`config.mk`:
```
export PLATFORM = sky130hd
export DESIGN_NAME = pcm_slot_engine
export DESIGN_NICKNAME = d
export VERILOG_FILES = /design/src/rtl/pcm_slot_pkg.sv /design/src/rtl/pcm_edge_sync.sv /design/src/rtl/pcm_frame_counter.sv /design/src/rtl/pcm_rx_capture.sv /design/src/rtl/pcm_tx_serializer.sv /design/src/rtl/pcm_slot_engine.sv
export SDC_FILE = /design/constraint.sdc
export NUM_CORES = 1
export LEC_CHECK = 0
export ABC_AREA = 1
export BUFFER_PORTS_ARGS = -buffer_cell sky130_fd_sc_hd__buf_2
export CORE_ASPECT_RATIO = 0.8
export CORE_MARGIN = 5
export CORE_UTILIZATION = 55
export DETAILED_ROUTE_END_ITERATION = 7
export GPL_TIMING_DRIVEN = 1
export PLACE_DENSITY = 0.83
export SYNTH_ARGS = -nofsm -noshare
export SYNTH_HDL_FRONTEND = slang
export SYNTH_SLANG_ARGS = --single-unit
```
`constraint.sdc`:
```
create_clock -name clk -period 4.49 [get_ports clk]
set_clock_uncertainty 0.15 [all_clocks]
set_input_delay 0 -clock clk [delete_from_list [all_inputs] [get_ports clk]]
set_output_delay 0 -clock clk [all_outputs]
set_load 0.02 [all_outputs]
```
`src/rtl/pcm_slot_pkg.sv`:
```
package pcm_slot_pkg;
  localparam int unsigned WORD_BITS   = 8;
  localparam int unsigned NIBBLE_BITS = 4;

  typedef enum logic {
    SRC_CORE   = 1'b0,
    SRC_BYPASS = 1'b1
  } tx_src_e;
endpackage

```
`src/rtl/pcm_edge_sync.sv`:
```
module pcm_edge_sync #(
  parameter int unsigned N      = 3,
  parameter int unsigned STAGES = 2
) (
  input  logic         clk,
  input  logic         rst_n,
  input  logic [N-1:0] d_i,
  output logic [N-1:0] q_o,
  output logic         rise0_o,
  output logic         fall0_o
);
  logic [N-1:0] stage_q [STAGES];
  logic         prev0_q;

  for (genvar s = 0; s < STAGES; s++) begin : g_stage
    if (s == 0) begin : g_first
      always_ff @(posedge clk or negedge rst_n)
        if (!rst_n) stage_q[s] <= '0;
        else        stage_q[s] <= d_i;
    end else begin : g_next
      always_ff @(posedge clk or negedge rst_n)
        if (!rst_n) stage_q[s] <= '0;
        else        stage_q[s] <= stage_q[s-1];
    end
  end

  always_ff @(posedge clk or negedge rst_n)
    if (!rst_n) prev0_q <= 1'b0;
    else        prev0_q <= stage_q[STAGES-1][0];

  assign q_o     = stage_q[STAGES-1];
  assign rise0_o = q_o[0] & ~prev0_q;
  assign fall0_o = ~q_o[0] & prev0_q;
endmodule

```
`src/rtl/pcm_frame_counter.sv`:
```
module pcm_frame_counter #(
  parameter int unsigned FRAME_BITS = 256,
  localparam int unsigned CNT_W     = $clog2(FRAME_BITS + 1)
) (
  input  logic             clk,
  input  logic             rst_n,
  input  logic             rise_i,
  input  logic             fs_i,
  input  logic             wide_i,
  output logic             active_o,
  output logic [CNT_W-1:0] slot_o,
  output logic             first_bit_o,
  output logic             last_bit_o
);
  logic [CNT_W-1:0] cnt_q;
  logic             fs_prev_q;
  logic [2:0]       bit_idx;

  always_ff @(posedge clk or negedge rst_n) begin
    if (!rst_n) begin
      cnt_q     <= CNT_W'(FRAME_BITS);
      fs_prev_q <= 1'b0;
    end else if (rise_i) begin
      fs_prev_q <= fs_i;
      if (fs_i && !fs_prev_q)
        cnt_q <= '0;
      else if (cnt_q < CNT_W'(FRAME_BITS))
        cnt_q <= cnt_q + 1'b1;
    end
  end

  assign active_o    = cnt_q < CNT_W'(FRAME_BITS);
  assign slot_o      = wide_i ? (cnt_q >> 3) : (cnt_q >> 2);
  assign bit_idx     = wide_i ? cnt_q[2:0] : {1'b0, cnt_q[1:0]};
  assign first_bit_o = bit_idx == 3'd0;
  assign last_bit_o  = wide_i ? (bit_idx == 3'd7) : (bit_idx == 3'd3);
endmodule

```
`src/rtl/pcm_rx_capture.sv`:
```
module pcm_rx_capture
  import pcm_slot_pkg::*;
(
  input  logic                 clk,
  input  logic                 rst_n,
  input  logic                 sample_i,
  input  logic                 hit_i,
  input  logic                 last_bit_i,
  input  logic                 wide_i,
  input  logic                 byp_act_i,
  input  logic                 sdi_i,
  input  logic                 rx_ready_i,
  output logic                 rx_valid_o,
  output logic [WORD_BITS-1:0] rx_data_o,
  output logic [WORD_BITS-1:0] byp_word_o
);
  logic [WORD_BITS-1:0] sr_q, sr_next, word;
  logic                 done;

  assign sr_next = {sr_q[WORD_BITS-2:0], sdi_i};
  assign word    = wide_i ? sr_next : {{(WORD_BITS-NIBBLE_BITS){1'b0}}, sr_next[NIBBLE_BITS-1:0]};
  assign done    = sample_i && hit_i && last_bit_i;

  always_ff @(posedge clk or negedge rst_n) begin
    if (!rst_n) begin
      sr_q       <= '0;
      rx_valid_o <= 1'b0;
      rx_data_o  <= '0;
      byp_word_o <= '0;
    end else begin
      if (sample_i && hit_i) sr_q <= sr_next;
      if (done && byp_act_i) begin
        byp_word_o <= word;
        if (rx_ready_i) rx_valid_o <= 1'b0;
      end else if (done) begin
        rx_data_o  <= word;
        rx_valid_o <= 1'b1;
      end else if (rx_ready_i) begin
        rx_valid_o <= 1'b0;
      end
    end
  end
endmodule

```
`src/rtl/pcm_tx_serializer.sv`:
```
module pcm_tx_serializer
  import pcm_slot_pkg::*;
(
  input  logic                 clk,
  input  logic                 rst_n,
  input  logic                 step_i,
  input  logic                 hit_i,
  input  logic                 first_bit_i,
  input  logic                 wide_i,
  input  logic                 byp_act_i,
  input  logic [WORD_BITS-1:0] byp_word_i,
  input  logic                 tx_valid_i,
  input  logic [WORD_BITS-1:0] tx_data_i,
  output logic                 tx_ready_o,
  output logic                 sdo_o,
  output logic                 oe_o
);
  logic [WORD_BITS-1:0] hold_q, sh_q, src, aligned;
  logic                 full_q, consume;
  tx_src_e              sel;

  assign sel     = byp_act_i ? SRC_BYPASS : SRC_CORE;
  assign src     = (sel == SRC_BYPASS) ? byp_word_i : hold_q;
  assign aligned = wide_i ? src : {src[NIBBLE_BITS-1:0], {(WORD_BITS-NIBBLE_BITS){1'b0}}};
  assign consume = step_i && hit_i && first_bit_i && (sel == SRC_CORE);
  assign tx_ready_o = !full_q && !byp_act_i;

  always_ff @(posedge clk or negedge rst_n) begin
    if (!rst_n) begin
      hold_q <= '0;
      full_q <= 1'b0;
    end else if (tx_valid_i && tx_ready_o) begin
      hold_q <= tx_data_i;
      full_q <= 1'b1;
    end else if (consume) begin
      full_q <= 1'b0;
    end
  end

  always_ff @(posedge clk or negedge rst_n) begin
    if (!rst_n) begin
      sh_q  <= '0;
      sdo_o <= 1'b0;
      oe_o  <= 1'b0;
    end else if (step_i) begin
      if (hit_i) begin
        oe_o <= 1'b1;
        if (first_bit_i) begin
          sdo_o <= aligned[WORD_BITS-1];
          sh_q  <= aligned << 1;
        end else begin
          sdo_o <= sh_q[WORD_BITS-1];
          sh_q  <= sh_q << 1;
        end
      end else begin
        oe_o <= 1'b0;
      end
    end
  end
endmodule

```
`src/rtl/pcm_slot_engine.sv`:
```
module pcm_slot_engine
  import pcm_slot_pkg::*;
#(
  parameter int unsigned FRAME_BITS = 256,
  localparam int unsigned SLOT_W    = $clog2(FRAME_BITS / NIBBLE_BITS),
  localparam int unsigned CNT_W     = $clog2(FRAME_BITS + 1)
) (
  input  logic                 clk,
  input  logic                 rst_n,
  input  logic                 bclk_i,
  input  logic                 fsync_i,
  input  logic                 sdata_i,
  input  logic                 wide_i,
  input  logic                 idle_i,
  input  logic                 bypass_i,
  input  logic                 hw_mode_i,
  input  logic [SLOT_W-1:0]    in_slot_i,
  input  logic [SLOT_W-1:0]    out_slot_i,
  output logic                 sdata_o,
  output logic                 sdata_oe_o,
  output logic                 rx_valid_o,
  input  logic                 rx_ready_i,
  output logic [WORD_BITS-1:0] rx_data_o,
  input  logic                 tx_valid_i,
  output logic                 tx_ready_o,
  input  logic [WORD_BITS-1:0] tx_data_i
);
  logic [2:0]           line_q;
  logic                 rise, fall, rise_d_q;
  logic                 active, first_bit, last_bit;
  logic [CNT_W-1:0]     slot;
  logic [SLOT_W-1:0]    in_eff, out_eff;
  logic                 byp_act, in_hit, out_hit, oe_q;
  logic [WORD_BITS-1:0] byp_word;

  pcm_edge_sync #(.N(3), .STAGES(2)) u_sync (
    .clk(clk), .rst_n(rst_n),
    .d_i({sdata_i, fsync_i, bclk_i}),
    .q_o(line_q), .rise0_o(rise), .fall0_o(fall)
  );

  pcm_frame_counter #(.FRAME_BITS(FRAME_BITS)) u_cnt (
    .clk(clk), .rst_n(rst_n), .rise_i(rise), .fs_i(line_q[1]),
    .wide_i(wide_i), .active_o(active), .slot_o(slot),
    .first_bit_o(first_bit), .last_bit_o(last_bit)
  );

  always_ff @(posedge clk or negedge rst_n)
    if (!rst_n) rise_d_q <= 1'b0;
    else        rise_d_q <= rise;

  assign in_eff  = hw_mode_i ? '0 : in_slot_i;
  assign out_eff = hw_mode_i ? '0 : out_slot_i;
  assign byp_act = bypass_i && !idle_i;
  assign in_hit  = active && !idle_i && (slot == CNT_W'(in_eff));
  assign out_hit = active && !idle_i && (slot == CNT_W'(out_eff));

  pcm_rx_capture u_rx (
    .clk(clk), .rst_n(rst_n), .sample_i(fall), .hit_i(in_hit),
    .last_bit_i(last_bit), .wide_i(wide_i), .byp_act_i(byp_act),
    .sdi_i(line_q[2]), .rx_ready_i(rx_ready_i), .rx_valid_o(rx_valid_o),
    .rx_data_o(rx_data_o), .byp_word_o(byp_word)
  );

  pcm_tx_serializer u_tx (
    .clk(clk), .rst_n(rst_n), .step_i(rise_d_q), .hit_i(out_hit),
    .first_bit_i(first_bit), .wide_i(wide_i), .byp_act_i(byp_act),
    .byp_word_i(byp_word), .tx_valid_i(tx_valid_i), .tx_data_i(tx_data_i),
    .tx_ready_o(tx_ready_o), .sdo_o(sdata_o), .oe_o(oe_q)
  );

  assign sdata_oe_o = oe_q && !idle_i;
endmodule

```
Word level (Yosys, flattened, before mapping)
Index checks and enable logic that the tools add are counted.
{"block": "op_classes", "n_bitwise": 6, "mux": 19, "order_cmp": 1, "reduce_logical": 24, "n_eq_ne": 4, "add_sub_neg": 1}
{"operator": "8-bit 2-to-1 mux", "count": 4}
{"operator": "9-bit by 6-bit equality test with 1-bit output", "count": 2}
{"operator": "9-bit 2-to-1 mux", "count": 2}
{"operator": "1-bit logical AND", "count": 14}
{"operator": "6-bit 2-to-1 mux", "count": 2}
{"operator": "9-bit by 1-bit adder with 9-bit output (second input constant)", "count": 1}
{"operator": "9-bit < comparator (second input constant)", "count": 1}
{"operator": "1-bit 2-to-1 mux", "count": 9}
{"operator": "7-bit 2-to-1 mux", "count": 1}
{"operator": "2-bit AND reduction", "count": 3}
{"operator": "1-bit zero test", "count": 4}
{"operator": "1-bit inverter", "count": 4}
{"operator": "2-bit nonzero test", "count": 2}
{"operator": "3-bit by 2-bit equality test with 1-bit output (second input constant)", "count": 1}
{"operator": "3-bit equality test (second input constant)", "count": 1}
{"operator": "3-bit zero test", "count": 1}
{"operator": "3-bit 2-to-1 mux", "count": 1}
{"operator": "1-bit AND", "count": 2}
{"block": "word_totals", "elab_cells": 70, "output_inout_bits": 12, "regBits": 61, "in_bits": 31}

Logic depth before layout (Yosys ltp)
{"block": "logic_depth", "word_depth": 8, "depth_mapped": 12, "ltp_nobuf": 11}

Modules after synthesis
Synthesis repeated with hierarchy kept, for this count alone.
{"block": "hier_totals", "hier_cells": 424, "area_unflattened_um2": 3291.9}
{"mod": "pcm_rx_capture", "n_inst": 1, "area_per_inst_um2": 1056.0, "seq_area_each_um2": 600.6, "cells_each": 112}
{"mod": "pcm_tx_serializer", "n_inst": 1, "area_per_inst_um2": 950.9, "seq_area_each_um2": 450.4, "cells_each": 130}
{"mod": "pcm_frame_counter", "n_inst": 1, "area_per_inst_um2": 710.7, "seq_area_each_um2": 251.5, "cells_each": 92}
{"mod": "pcm_slot_engine", "n_inst": 1, "area_per_inst_um2": 361.6, "seq_area_each_um2": 25.0, "cells_each": 76}
{"mod": "pcm_edge_sync", "n_inst": 1, "area_per_inst_um2": 212.7, "seq_area_each_um2": 175.2, "cells_each": 14}

Worst setup path before layout
OpenSTA, ideal clock, no wires.
{"block": "synth_timing", "path_kind": "reg-to-reg", "startpoint": "reg u_cnt.cnt_q[8]", "endpoint": "reg u_rx.rx_data_o[0]", "setup_slack_ns": 2.812, "period_less_slack_ns": 1.678, "path_buffers": 0, "path_stages_with_launch": 10, "required_time_ns": 4.223, "arrival_ns": 1.411, "setup_ns": 0.117, "path_cell_list": "dfstp_2 nand2_1 nand2_1 nand2_1 nand2_1 nand3_2 nor2_8 nand3_2 nand2_1 nand2_1"}
{"block": "synth_between", "elab_chain_len": 8, "elab_cells_between_ends": 10, "cone_classes": "order compare: 1; eq/ne: 1; mux: 1; bitwise: 1; reduce/logical: 6"}
{"item": "start, declared", "line": "pcm_frame_counter.sv:15", "text": "logic [CNT_W-1:0] cnt_q;"}
{"item": "start signal, assigned", "line": "pcm_frame_counter.sv:21", "text": "cnt_q <= CNT_W'(FRAME_BITS);"}
{"item": "start signal, assigned", "line": "pcm_frame_counter.sv:28", "text": "cnt_q <= cnt_q + 1'b1;"}
{"item": "9-bit < comparator or 7-bit 2-to-1 mux (tied branches)", "line": "pcm_frame_counter.sv:32, pcm_frame_counter.sv:33"}
{"item": "1-bit logical AND or 9-bit by 6-bit equality test with 1-bit output (tied branches)", "line": "pcm_slot_engine.sv:55", "text": "assign in_hit = active && !idle_i && (slot == CNT_W'(in_eff));"}
{"item": "1-bit logical AND (*)", "line": "pcm_slot_engine.sv:55"}
{"item": "1-bit logical AND (*) (2 in a row)", "line": "pcm_rx_capture.sv:22", "text": "assign done = sample_i && hit_i && last_bit_i;"}
{"item": "1-bit logical AND", "line": "pcm_rx_capture.sv:32", "text": "if (done && byp_act_i) begin"}
{"item": "1-bit inverter (no source line)"}
{"item": "2-bit AND reduction (no source line) (*)"}
{"item": "end signal, assigned", "line": "pcm_rx_capture.sv:36", "text": "rx_data_o <= word;"}
{"item": "end, declared", "line": "pcm_rx_capture.sv:14", "text": "output logic [WORD_BITS-1:0] rx_data_o,"}
Mark *: on every way between the ends. The rest lies on a longest branch, timed or not.
A chain may end at the register's enable or synchronous reset.

Final worst setup path
{"block": "layout_timing", "startpoint": "in wide_i", "endpoint": "reg u_rx.rx_data_o[4]"}
{"block": "layout_between", "elab_chain_len": 8, "elab_cells_between_ends": 13, "cone_classes": "eq/ne: 3; mux: 4; bitwise: 1; reduce/logical: 5"}
{"item": "start, declared", "line": "pcm_slot_engine.sv:13", "text": "input logic wide_i,"}
{"item": "7-bit 2-to-1 mux", "line": "pcm_frame_counter.sv:33", "text": "assign slot_o = wide_i ? (cnt_q >> 3) : (cnt_q >> 2);"}
{"item": "9-bit by 6-bit equality test with 1-bit output", "line": "pcm_slot_engine.sv:55"}
{"item": "1-bit logical AND", "line": "pcm_slot_engine.sv:55"}
{"item": "1-bit logical AND (2 in a row)", "line": "pcm_rx_capture.sv:22"}
{"item": "1-bit logical AND", "line": "pcm_rx_capture.sv:32"}
{"item": "1-bit inverter (no source line)"}
{"item": "2-bit AND reduction (no source line)"}
Parallel ways exist; a longest one is shown, timed or not.

==> out/metrics.cfg <==
[grt]
grt_overflow=0
first_global_vias=2505
grt.total_usage=0.205
grt_antenna_before_repair=0
grt_max_degree=61
grt_first_pass_wirelength_um=11800

[final_layout]
filler_cell_count=453
synthToLayoutAreaGrowth_pct=22.8
finalNetCount=497
drive_gt1_frac=0.171
postLayoutCellArea_mm2=0.00376
diodes=0

[sta]
max_slew_margin=0.494
hold_slack_ps=83.9
fin_crit_sh=0.515
setup_viol=0
rsz0062_at_grt=false
finalMaxSlewViolations=0
layout_setup_ws_ps=2180
hold_viol_final=0
fmax_mhz=433
final.min_clock_period_ps=2310
worst_pin_slew_ps=755
setup_tns_ps=0

[synth]
yosysTopAreaCell=dfrtp_1
ys_seq_area_frac=0.490
synth_async_sr_flop_share=1.00
syn_nets=430
synth.most_common_cell=nand2_1
synth.distinct_cells=28
synth.yosys.warnings=0
synth_top_area_frac=0.482
yosys-top-cells-count=nand2_1, dfrtp_1, inv_1
ys.flop_type=dfrtp_1
synth_area_mm2=0.00307
ys_ff_latch=60
syn_inst=397
syn_area_per_cell_um2=7.72
synth_top_cells_by_area=dfrtp_1, nand2_1, inv_1
synth-edff-count=0

[power_and_ir_drop]
leakagePower_nw=2.06
powerDensity_mw_per_mm2=420
finalPower_mw=1.58
ir_drop_mv=0.306

[cts]
cts-root-buf=clkbuf_8
htreeDepth=3
cts_buffers=9
path_clk_slew_ps=70
cts.hold.buffers_added=22
cts_setup_buffers=0
clock_latency_ps=330
clock_sinks=60
cts_tree=yes
cts_resized=0
cts_max_path_buffers=2

[placement]
gp_congestion=0.838
place_area_mm2=0.00333
portBuffers=42
place_ws_ps=2390
hpwl_um=4680

[critical_path]
critPathLaunch=wide_i
cp_max_fo=25
worst_r2r_path_depth=9
critPathCaptureType=flip-flop
path_cells=dlygate4sd3_1 -> buf_2 -> inv_2 -> nand2_1 -> nand3_1 -> nand2_1 -> nand3_2 -> nor2_8 -> nand3_2 -> nand2_1 -> nand2_1
crit_end=u_rx.rx_data_o[4]
timing.rr.end=u_rx.rx_data_o[4]
reg2reg_from=u_cnt.cnt_q[8]
crit_path_frequent_cell=nand2_1
worst_path_max_delay_cell=dlygate4sd3_1
required_ps=4560
arrival_ps=2380
startpoint_type=input pin
crit_type=input pin to flip-flop
max_stage_delay_ps=520
reg2reg_slack_ps=2360

[route]
finalWirelength_um=6790
first_pass_iters=5
via_per_inst=4.97
drt-wirelength-per-cell_um=12.4
drtAntennaViolNets=0
dr_total_vias=2719
drt_iter0_markers=244
drc=0

[run]
cap_violations=0

[floorplanning]
coreArea_mm2=0.00544
start_util=0.564
die_h_um=76.8
num_rows=24
io_pins=43
dieArea_mm2=0.00718
die_x_um=93.5

[min_path]
min_path_cells=4
hold_class=input pin to flip-flop

[outcome]
status=finished, final reports clean

[critical path: cells and delay by family]
family | cells | cell delay, ps
AND/OR/NAND/NOR | 8 | 1290
buffers and inverters | 3 | 1080
[how the worst min path moves through the flow]
stage | from | end | slack, ps
6_report | bypass_i | u_rx.rx_data_o[7] | 80
5_1_grt | bypass_i | u_rx.rx_data_o[7] | 100
4_1_cts | bypass_i | u_rx.rx_data_o[7] | 70
3_5_place_dp | sdata_i | u_sync.stage_q[5] | -40
3_3_place_gp | sdata_i | u_sync.stage_q[5] | -40
2_1_floorplan | rst_n | rise_d_q | -450
[per-layer routing]
layer	vias up	routed length (µm)	track usage
li1	1403	-	-
met1	1245	3220	0.283
met2	59	3160	0.309
met3	12	312	0.0616
met4	0	98	0.0644
met5	-	0	0
[area by class of cell]
class                   instances  area [µm²]  share of cell area
flip-flops and latches         60        1500               0.399
multi-input cells             280        1330               0.353
repair buffers                 65         438               0.116
inverters                      48         180              0.0479
clock buffers                  11         141              0.0376
well taps                      78        97.6              0.0259
clock inverters                 5        75.1              0.0199
[cells by family (layout without fill, tap and decap cells)]
logic type,Yosys count,count (layout),share of synthesized area
multiplexers,8,8,0.0294
AO/OA/AOI/OAI,40,40,0.0710
flip-flops,60,60,0.490
adder cells (fa/ha/maj),2,2,0.00816
buffers and inverters,57,129,0.0763
AND/OR/NAND/NOR,230,230,0.325
[registers in the layout, summed over array words and instances, names as in the netlist]
name             cells
u_sync.stage_q       3
u_rx.byp_word_o      8
u_rx.rx_data_o       8
u_tx.full_q          1
u_cnt.fs_prev_q      1
u_tx.sh_q            7
u_tx.oe_o            1
u_sync.q_o           3
u_tx.hold_q          8
u_rx.rx_valid_o      1
u_rx.sr_q            7
u_cnt.cnt_q          9
u_tx.sdo_o           1
u_sync.prev0_q       1
rise_d_q             1
[through the flow]
step	instances	utilization
after floorplan	397	-
after global placement	509	0.612
after detailed placement	509	0.612
after CTS	547	0.692
after global routing	547	0.692
final	547	0.692
[cell usage in the layout (no fill, tap or decap), drive strengths merged]
| cell type | n |
|---|---|
| nand4 | 18 |
| ha | 2 |
| clkinv | 4 |
| a21boi | 1 |
| a31oi | 1 |
| mux2 | 8 |
| nand3 | 26 |
| dlygate4sd3 | 22 |
| inv | 47 |
| dfstp | 1 |
| nand2 | 144 |
| a22oi | 3 |
| dfrtp | 59 |
| nand3b | 1 |
| nor3 | 4 |
| o21ai | 25 |
| o21a | 1 |
| bufinv | 2 |
| a21oi | 9 |
| clkbuf | 11 |
| nor2 | 37 |
| buf | 43 |
[power breakdown]
group,internal (mW),switching (mW),total [mW]
clock,0.325,0.206,0.531
sequential,0.629,0.0634,0.692
combinational,0.170,0.187,0.356
total,1.12,0.456,1.58
Note: power is estimated with default switching activity, not from simulation.
